File: config.mk
export PLATFORM = sky130hd
export DESIGN_NAME = flit_injector
export DESIGN_NICKNAME = d
export VERILOG_FILES = /design/src/rtl/flit_injector.sv
export SDC_FILE = /design/constraint.sdc
export NUM_CORES = 1
export LEC_CHECK = 0
export BUFFER_PORTS_ARGS = -buffer_cell sky130_fd_sc_hd__buf_2
export CAP_MARGIN = 20
export CELL_PAD_IN_SITES_DETAIL_PLACEMENT = 1
export CELL_PAD_IN_SITES_GLOBAL_PLACEMENT = 1
export CORE_AREA = 2 2 178 180
export CTS_CLUSTER_DIAMETER = 60
export DETAILED_ROUTE_END_ITERATION = 16
export DIE_AREA = 0 0 180 182
export GPL_TIMING_DRIVEN = 0
export PLACE_DENSITY = 0.87
export SYNTH_ARGS = -nofsm -noshare
export SYNTH_HDL_FRONTEND = slang
export SYNTH_SLANG_ARGS = --single-unit
File: constraint.sdc
create_clock -name clk -period 14.35 [get_ports clk]
set_input_delay 3.5875 -clock clk [delete_from_list [all_inputs] [get_ports clk]]
set_output_delay 3.5875 -clock clk [all_outputs]
set_load 0.03 [all_outputs]
File: src/rtl/flit_injector.sv
module flit_injector #(
  parameter int FLIT_W  = 32,
  parameter int VC_W    = 2,
  parameter int PORT_W  = 3,
  parameter int COORD_W = 3,
  parameter int PID_W   = 8,
  parameter int LEN_W   = 5,
  parameter int DEPTH   = 16,
  parameter int CREDITS = 4,
  parameter int TIME_W  = 16,
  parameter int SRC_X   = 2,
  parameter int SRC_Y   = 1
) (
  input  logic               clk,
  input  logic               rst_n,
  input  logic               req_valid,
  output logic               req_ready,
  input  logic [COORD_W-1:0] req_dst_x,
  input  logic [COORD_W-1:0] req_dst_y,
  input  logic [LEN_W-1:0]   req_len,
  input  logic [PID_W-1:0]   req_pid,
  input  logic [VC_W-1:0]    req_vc,
  output logic               out_valid,
  output logic [FLIT_W-1:0]  out_flit,
  input  logic               credit_in,
  output logic [TIME_W-1:0]  inj_time
);
  localparam int AW    = $clog2(DEPTH);
  localparam int CW    = $clog2(DEPTH + 1);
  localparam int KW    = $clog2(CREDITS + 1);
  localparam int T_LO  = FLIT_W - 2;
  localparam int V_LO  = T_LO - VC_W;
  localparam int P_LO  = V_LO - PORT_W;
  localparam int SX_LO = P_LO - COORD_W;
  localparam int SY_LO = SX_LO - COORD_W;
  localparam int DX_LO = SY_LO - COORD_W;
  localparam int DY_LO = DX_LO - COORD_W;
  localparam int ID_LO = DY_LO - PID_W;

  localparam logic [1:0] K_HEAD = 2'b00;
  localparam logic [1:0] K_BODY = 2'b01;
  localparam logic [1:0] K_TAIL = 2'b10;
  localparam logic [1:0] K_SOLO = 2'b11;

  localparam logic [PORT_W-1:0] GO_LOCAL = PORT_W'(0);
  localparam logic [PORT_W-1:0] GO_EAST  = PORT_W'(1);
  localparam logic [PORT_W-1:0] GO_WEST  = PORT_W'(2);
  localparam logic [PORT_W-1:0] GO_NORTH = PORT_W'(3);
  localparam logic [PORT_W-1:0] GO_SOUTH = PORT_W'(4);

  localparam logic [COORD_W-1:0] MY_X = COORD_W'(SRC_X);
  localparam logic [COORD_W-1:0] MY_Y = COORD_W'(SRC_Y);

  logic [FLIT_W-1:0]  mem [DEPTH];
  logic [AW-1:0]      wp, rp;
  logic [CW-1:0]      cnt;
  logic [KW-1:0]      cred;
  logic [TIME_W-1:0]  timer;
  logic               busy;
  logic [LEN_W-1:0]   left;
  logic [VC_W-1:0]    vc_q;
  logic [LEN_W-1:0]   len_eff;
  logic               accept, push, pop, pop_is_head;
  logic [PORT_W-1:0]  route;
  logic [FLIT_W-1:0]  head_flit, seg_flit, push_flit;

  assign len_eff     = (req_len == '0) ? LEN_W'(1) : req_len;
  assign req_ready   = !busy && ((32'(DEPTH) - 32'(cnt)) >= 32'(len_eff));
  assign accept      = req_valid && req_ready;
  assign push        = accept || busy;
  assign pop         = (cnt != '0) && (cred != '0);
  assign pop_is_head = mem[rp][FLIT_W-1] == mem[rp][FLIT_W-2];
  assign push_flit   = accept ? head_flit : seg_flit;

  always_comb begin
    if (req_dst_x > MY_X)      route = GO_EAST;
    else if (req_dst_x < MY_X) route = GO_WEST;
    else if (req_dst_y > MY_Y) route = GO_NORTH;
    else if (req_dst_y < MY_Y) route = GO_SOUTH;
    else                       route = GO_LOCAL;
  end

  always_comb begin
    head_flit = '0;
    head_flit[FLIT_W-1 -: 2]    = (len_eff == LEN_W'(1)) ? K_SOLO : K_HEAD;
    head_flit[V_LO +: VC_W]     = req_vc;
    head_flit[P_LO +: PORT_W]   = route;
    head_flit[SX_LO +: COORD_W] = MY_X;
    head_flit[SY_LO +: COORD_W] = MY_Y;
    head_flit[DX_LO +: COORD_W] = req_dst_x;
    head_flit[DY_LO +: COORD_W] = req_dst_y;
    head_flit[ID_LO +: PID_W]   = req_pid;
  end

  always_comb begin
    seg_flit = '0;
    seg_flit[FLIT_W-1 -: 2] = (left == LEN_W'(1)) ? K_TAIL : K_BODY;
    seg_flit[V_LO +: VC_W]  = vc_q;
  end

  always_ff @(posedge clk) begin
    if (!rst_n) begin
      busy <= 1'b0;
      left <= '0;
      vc_q <= '0;
    end else if (accept) begin
      busy <= len_eff > LEN_W'(1);
      left <= len_eff - LEN_W'(1);
      vc_q <= req_vc;
    end else if (busy) begin
      left <= left - LEN_W'(1);
      if (left == LEN_W'(1)) busy <= 1'b0;
    end
  end

  always_ff @(posedge clk) begin
    if (push) mem[wp] <= push_flit;
  end

  always_ff @(posedge clk) begin
    if (!rst_n) begin
      wp   <= '0;
      rp   <= '0;
      cnt  <= '0;
      cred <= KW'(CREDITS);
    end else begin
      if (push) wp <= (wp == AW'(DEPTH - 1)) ? '0 : wp + AW'(1);
      if (pop)  rp <= (rp == AW'(DEPTH - 1)) ? '0 : rp + AW'(1);
      cnt  <= cnt + CW'(push) - CW'(pop);
      cred <= cred - KW'(pop) + KW'(credit_in);
    end
  end

  always_ff @(posedge clk) begin
    if (!rst_n) begin
      out_valid <= 1'b0;
      out_flit  <= '0;
      inj_time  <= '0;
      timer     <= '0;
    end else begin
      timer     <= timer + TIME_W'(1);
      out_valid <= pop;
      if (pop) out_flit <= mem[rp];
      if (pop && pop_is_head) inj_time <= timer + TIME_W'(1);
    end
  end
endmodule

After elaboration in Yosys (flattened, before gate mapping)

Memory sizes are Yosys's and may differ from the RTL's. A register that Yosys moved wholly into a read port is not among the register bits.
Index checks and enable logic that the tools add are counted.

Flip-flop bits (word level): 89
Bits in writable memories: 512
Bits of input ports: 25
Output and inout bits: 50
Logic and storage cells: 62
Memories: 1

Add/subtract/negate cells: 10
Magnitude comparators: 6
Equality and inequality tests: 5
Multiplexer cells: 19
Reduce and logical (&&, ||, !) cells: 10

Memory list:

| memory | words | bits a word | rd ports | clocked after memory_dff | write ports | line | RTL |
|---|---|---|---|---|---|---|---|
| mem    | 16    | 32          | 1        | 1                        | 1           | 54   | `logic [FLIT_W-1:0] mem [DEPTH];` |

Operators by type and width:

| operator                                                   | number |
|---|---|
| >= comparator 32 x 5 -> 1 bit                              | 1 |
| 2-to-1 mux 32 bit                                          | 1 |
| adder 16 x 1 -> 16 bit, second input constant              | 1 |
| 2-to-1 mux 4 bit                                           | 4 |
| 2-to-1 mux 5 bit                                           | 3 |
| 2-to-1 mux 3 bit                                           | 4 |
| equality test 5 x 1 -> 1 bit, second input constant        | 2 |
| subtractor 5 x 1 -> 5 bit, second input constant           | 2 |
| adder 4 x 1 -> 4 bit, second input constant                | 2 |
| equality test 4 bit, second input constant                 | 2 |
| subtractor 5 x 5 -> 6 bit, first input constant            | 1 |
| adder 5 x 1 -> 5 bit                                       | 1 |
| > comparator 5 x 1 -> 1 bit, second input constant         | 1 |
| logical NOT 5 bit                                          | 1 |
| 2-to-1 mux 1 bit                                           | 5 |
| nonzero test 5 bit                                         | 1 |
| subtractor 5 x 1 -> 5 bit                                  | 1 |
| logical AND 1 bit                                          | 4 |
| 2-to-1 mux 2 bit                                           | 2 |
| adder 3 x 1 -> 3 bit                                       | 1 |
| > comparator 3 x 1 -> 1 bit, second input constant         | 1 |
| > comparator 3 x 2 -> 1 bit, second input constant         | 1 |
| less-than comparator 3 x 1 -> 1 bit, second input constant | 1 |
| less-than comparator 3 x 2 -> 1 bit, second input constant | 1 |
| other kinds (6)                                            | 6 |

Longest topological paths before layout

Gate-level depths: netlist of the first run.

Depth in word-level cells: 8
Depth in mapped cells: 22
Depth with buffers taken out: 21

Worst setup path before layout of the first run

No wires, ideal clock.

Path kind: input-to-output
Start: input port req_len[4]
End: output port req_ready
Arrival: 5.062 ns
Data required time: 10.762 ns
Setup slack: 5.700 ns
Stages on the path: 9
Path buffers: 0
Cell sequence: nor3_1 -> a21oi_1 -> inv_1 -> ha_1 -> nand2b_1 -> a21oi_1 -> o21ai_0 -> a21oi_1 -> nor2_1

Word-level cells in the longest chain between the ends: 4

Ends and longest elaborated chain:

| item                              | line | RTL |
|---|---|---|
| from (decl)                       | 20   | `input logic [LEN_W-1:0] req_len,` |
| logical NOT 5 bit                 | 67   | `assign len_eff = (req_len == '0) ? LEN_W'(1) : req_len;` |
| 2-to-1 mux 5 bit (*)              | 67   |  |
| >= comparator 32 x 5 -> 1 bit (*) | 68   | `assign req_ready = !busy && ((32'(DEPTH) - 32'(cnt)) >= 32'(len_eff));` |
| logical AND 1 bit (*)             | 68   |  |
| to (decl)                         | 17   | `output logic req_ready,` |

Mark *: on every way between the ends. The rest lies on a longest branch, timed or not.

Final worst setup path of the first run

Start: input port req_len[2]
End: output port req_ready

Same word-level chain as after synthesis.

==> results of run 1 <==
cell usage after synthesis, types with 11 or more instances:
master,n
nor3_1,11
edfxtp_1,352
clkbuf_1,26
inv_1,29
nand3_1,11
dfxtp_1,83
a21oi_1,42
nand2_1,68
ha_1,27
mux4_2,108
xnor2_1,13
xor2_1,12
and2_1,36
nor2_1,42
logic make-up after synthesis:
logic type | synth area share [%]
buffers and inverters | 2.26
XOR/XNOR | 1.27
multiplexers | 15.7
AND/OR/NAND/NOR | 5.45
AO/OA/AOI/OAI | 2.30
other | 0.0217
flip-flops | 70.9
adder cells (fa/ha/maj) | 2.19
power breakdown:
part	total (mW)	switching [mW]	leakage, nW	internal (mW)
clock	1.14	0.479	0.689	0.658
combinational	1.33	0.825	2.24	0.508
sequential	1.69	0.0610	3.95	1.63
per-stage QoR:
stage / utilization [%] / std cells / hold WS (ns)
global route: 64.3 / 1544 / 0.493
floorplan: - / 977 / 0.425
finish: 64.3 / 1544 / 0.450
CTS: 64.1 / 1538 / 0.454
global placement: 58.5 / 1444 / 0.442
detailed placement: 59.5 / 1459 / 0.445
layout make-up:
type	count	area share [%]
Sequential cell	435	61.4
Tap cell	402	2.52
Inverter	31	0.584
Multi-Input combinational cell	456	24.0
Clock inverter	21	1.11
Buffer	55	1.38
Timing Repair Buffer	86	3.01
Clock buffer	58	5.98
worst min-delay path: stages, from the launching register on:
cell,delay [ns]
dfxtp_1,0.30
nand2_1,0.05
a21oi_1,0.05
sequential cells by signal, indices dropped and copies added (netlist names), named ones only:
register	count
vc_q	2
cnt	5
timer	16
out_valid	1
busy	1
wp	4
out_flit	22
inj_time	16
mem	352
left	5
cred	3
rp	4
per-layer routing:
metal | wire length, µm | global-route usage [%] | up-vias
li1 | - | - | 4012
met1 | 17400 | 37.1 | 5014
met2 | 23100 | 48.0 | 528
met3 | 3650 | 5.21 | 125
met4 | 1610 | 10.8 | 0
met5 | 0 | 0 | -
placed cells by master (no fill, tap or decap), types with 7 or more instances in the layout:
cell type / netlist / final
nor2_4: 0 / 12
mux2_2: 8 / 8
conb_1: 1 / 9
xnor2_1: 13 / 13
or3_1: 7 / 7
buf_6: 1 / 11
nand2_1: 68 / 68
xor2_1: 12 / 12
buf_4: 10 / 13
clkbuf_1: 26 / 35
clkbuf_16: 0 / 43
ha_1: 27 / 27
nor2_1: 42 / 30
nand3_1: 11 / 11
a21oi_1: 42 / 42
inv_1: 29 / 29
o21ai_0: 8 / 8
clkinv_1: 2 / 9
dfxtp_1: 83 / 83
buf_2: 8 / 73
and2_1: 36 / 36
edfxtp_1: 352 / 352
buf_1: 8 / 8
mux4_2: 108 / 108
mux2_4: 8 / 8
nor3_1: 11 / 7
path summary, 6_finish.rpt:
path | startpoint | to | slack, ns | depth (start not counted)
min reg2reg | out_flit[9]$_SDFFE_PN0P_ | out_flit[9]$_SDFFE_PN0P_ | 0.45 | 2
min | out_flit[9]$_SDFFE_PN0P_ | out_flit[9]$_SDFFE_PN0P_ | 0.45 | 2
max | req_len[2] | req_ready | 5.10 | 11
max reg2reg | cnt[1]$_SDFF_PN0_ | mem[5][25]$_DFFE_PP_ | 9.93 | 11
==> results.txt, run 1 <==
Outcome -> finished clean
Final hold violations -> 0
Share of layout cells above drive strength 1 -> 27.6%
Crit path max-delay family -> simple AND/OR/NAND/NOR gates
Final TNS setup -> 0 ns
Die area -> 32800 µm²
Slew margin rel. -> 27.9%
Final wirelength -> 45800 µm
Setup CP Type -> in2out
Deepest clock path buffer count -> 3
Max-Cap Viols -> 0
Area taken by multi-input logic gates -> 4790 µm²
Period minus WS final -> 9.25 ns
Layout area overhead -> 15.4%
Initial Util -> 55.7%
DIE HEIGHT -> 182 µm
Clk_skew -> 0.0234 ns
Critical path endpoint category -> primary output
Worst slew pin tran -> 1.08 ns
Worst hold path type -> reg2reg
Leak -> 6.88 nW
Synth area leaders -> edfxtp_1 61%, mux4_2 14%, dfxtp_1 9.6%
DR DRC count -> 0
ANT cells -> 0
Vias per cell -> 6.27
Sequential-to-total area share from yosys stat -> 70.9%
Hold_buf cts -> 0
Initial antenna violation count -> 0
Gr ovfl total -> 0
DR WL/cell -> 29.6 µm
Clk_lat worst skew -> 0.55 ns
Drt initial violations -> 923
Cells resized by post-CTS repair -> 0
Cell Chain, Critical Path -> buf_2 > nor3_1 > a21oi_1 > inv_1 > ha_1 > nand2b_1 > a21oi_1 > o21ai_0 > a21oi_1 > nor2_1 > buf_2
Cts bufs inserted -> 43
First-pass GRT wire length -> 67200 µm
Synth Flop Type -> edfxtp_1
Tot Pwr -> 4.16 mW
Die X -> 180 µm
FILL cells -> 2657
Area after DPL -> 18400 µm²
CTS sink cnt -> 435
FFs w/ async S/R, synth -> 0%
Synth Instances -> 969
Post-route ant nets -> 0
Setup ws final -> 5.10 ns
Worst-path fanout max -> 4
RSZ-0062 raised after global routing -> false
Nets -> 1162
Total GRT Usage -> 28.4%
Pre-antenna DRT Iters -> 5
Vias after detailed routing -> 9679
Share of the synthesized area in the top cell type -> 61.2%
Final Cell Area -> 19900 µm²
Warnings from Yosys -> 0
CTS tree -> done
CTS H-tree depth -> 2
Power per Cell Area -> 209 nW/µm²
Mean Syn Cell Area -> 17.8 µm²
Routability Congestion -> 0.767
Vias in the first global route -> 10321
Sequential Area -> 12200 µm²
Dpl hpwl -> 27500 µm
Most used cell, CP -> a21oi_1
CP arrival -> 5.66 ns
CTS clk-pin slew, worst paths -> 0.06 ns
Startpoint types -> input pin
Root Buffer -> clkbuf_16
WP data required -> 10.76 ns
Post-Syn Area -> 17300 µm²
Peak supply drop -> 0.133 mV
Crit path max-delay cell type -> nor3_1
Synth area leader -> edfxtp_1
Core ar. -> 31000 µm²
Core Rows -> 65
Setup WS pre-CTS -> 5.20 ns
I/O pins -> 75
Distinct cell type count after synthesis -> 50
Tcrit/Tclk final -> 64.4%
Max Fclk -> 0.108 GHz
Max stage delay on crit path -> 0.48 ns
Max-slew violations -> 0
Post-synth EDFFs -> 352
Largest net degree at the start of global routing -> 26
Post-CTS setup buffers -> 0
IO Port Bufs -> 65
Seq cells post-synth -> 435
Setup Viol. Count Final -> 0
Buf+Inv Stages, Crit Path -> 3
(Power assumes the default switching activity.)
==> inputs of run 2 (changes only) <==
Settings changed: CORE_AREA 2 2 178 180 to 2 2 193 195, DIE_AREA 0 0 180 182 to 0 0 195 197, PLACE_DENSITY 0.87 to 0.79.
Clock period 14.35 ns to 8.4 ns, I/O delays scaled along.
==> run 2 against run 1 <==
Power grew 71%; cell area rose by 0.79%; highest routed layer unchanged; clock power increased by 75%; sequential cell count unchanged; first-iteration DRC count shrank 5.1%.
==> results.txt, run 2 (synthesized netlist as in run 1, its figures left out) <==
Crit path max-delay cell type -> nor3_1
Pre-antenna DRT Iters -> 5
Post-CTS setup buffers -> 0
RSZ-0062 raised after global routing -> false
Cells resized by post-CTS repair -> 0
Final TNS setup -> 0 ns
Vias per cell -> 5.76
Clk_lat worst skew -> 0.60 ns
First-pass GRT wire length -> 64700 µm
FILL cells -> 3330
CTS tree -> done
Final wirelength -> 43100 µm
DR WL/cell -> 26.7 µm
Drt initial violations -> 876
Sequential Area -> 12200 µm²
Outcome -> finished clean
Vias in the first global route -> 9959
Layout area overhead -> 16.3%
IO Port Bufs -> 65
Max stage delay on crit path -> 0.44 ns
Leak -> 6.90 nW
CTS H-tree depth -> 2
DR DRC count -> 0
Most used cell, CP -> a21oi_1
Setup CP Type -> in2out
Gr ovfl total -> 0
Flop2flop setup slack -> 3.77 ns
Vias after detailed routing -> 9305
Max Fclk -> 0.161 GHz
Power per Cell Area -> 353 nW/µm²
Post-route ant nets -> 0
Die area -> 38400 µm²
Commonest non-fill, non-tap cell in the layout -> edfxtp_1
Total GRT Usage -> 23.3%
Nets -> 1165
Cell Chain, Critical Path -> buf_2 > nor3_1 > a21oi_1 > inv_1 > ha_1 > nand2b_1 > a21oi_1 > o21ai_0 > a21oi_1 > nor2_1 > buf_2
Final hold violations -> 0
Clk_skew -> 0.0265 ns
Deepest clock path buffer count -> 3
Most flops, register -> mem
Peak supply drop -> 0.215 mV
Final core occ -> 55.4%
WP data required -> 6.30 ns
Max-slew violations -> 0
CTS sink cnt -> 435
DIE HEIGHT -> 197 µm
Worst hold path type -> reg2reg
Startpoint types -> input pin
Cts bufs inserted -> 47
Setup Viol. Count Final -> 0
Dpl hpwl -> 26900 µm
Root Buffer -> clkbuf_16
Share of layout cells above drive strength 1 -> 27.4%
Initial Util -> 47.6%
Tcrit/Tclk final -> 74.1%
CP arrival -> 4.13 ns
Largest net degree at the start of global routing -> 26
Period minus WS final -> 6.23 ns
Max reg flops -> 352
Worst slew pin tran -> 1.13 ns
Slew margin rel. -> 24.4%
Critical path endpoint category -> primary output
I/O pins -> 75
Hold_buf cts -> 0
Most frequent cells in the layout -> 352 x edfxtp_1, 108 x mux4_2, 83 x dfxtp_1
Core Rows -> 70
Area taken by multi-input logic gates -> 4790 µm²
Routability Congestion -> 0.759
CTS clk-pin slew, worst paths -> 0.05 ns
Initial antenna violation count -> 0
Max-Cap Viols -> 0
ANT cells -> 0
Largest registers -> mem: 352 flops, out_flit: 22 flops
Die X -> 195 µm
Core ar. -> 36300 µm²
Worst-path fanout max -> 4
-- run 2: changes by cell type in the layout (fill, tap and decap cells not counted), moves of 2 or more --
cell | before | now
bufinv_16 | 4 | 1
buf_16 | 0 | 3
clkinv_4 | 0 | 2
buf_12 | 4 | 1
clkbuf_16 | 43 | 48
inv_8 | 0 | 2
clkbuf_1 | 35 | 41
clkbuf_8 | 6 | 3
clkinv_2 | 6 | 3
-- run 2: power by group --
group	total, mW	switching, mW	internal, mW
registers	2.87	0.0928	2.78
clock network	1.99	0.867	1.12
logic	2.23	1.37	0.868
total	7.09	2.33	4.77
-- run 2: per-layer routing --
layer	vias up	part of all wire [%]	global-route usage [%]
met2	370	49	38.5
met5	-	0	0
met3	82	7.1	4.21
met4	0	3.0	8.96
li1	4025	-	-
met1	4828	41	31.1
-- run 2: through the flow --
stage               cell area (µm²)  worst slack (ns)  hold slack [ns]  std cells  power, mW
floorplan                     17300              2.73            0.425        977       4.37
global placement              18200             0.241            0.442       1510       4.97
detailed placement            18600              1.88            0.445       1527       5.13
CTS                           20000              2.19            0.453       1613       7.13
global route                  20100              1.97            0.465       1616       7.42
finish                        20100              2.17            0.451       1616       7.09
-- run 2: final timing paths --
kind,start,endpoint,cells past startpoint
setup / recovery,req_len[2],req_ready,11
hold / removal,out_flit[25]$_SDFFE_PN0P_,out_flit[25]$_SDFFE_PN0P_,2
setup reg to reg,cnt[1]$_SDFF_PN0_,mem[1][25]$_DFFE_PP_,11
hold reg to reg,out_flit[25]$_SDFFE_PN0P_,out_flit[25]$_SDFFE_PN0P_,2
-- run 2: critical path, delay by kind of cell --
family / cells / cell delay, ns
simple gates: 3 / 0.64
compound gates: 4 / 0.68
buf+inv: 3 / 0.47
fa+ha+maj: 1 / 0.24
-- run 2: final cells by class --
class	count	area share, %
inverters	31	0.579
clock buffers	66	6.47
multi-input cells	456	23.8
clock inverters	20	0.903
plain buffers	55	1.36
well taps	468	2.92
repair buffers	85	3.03
flip-flops and latches	435	60.9
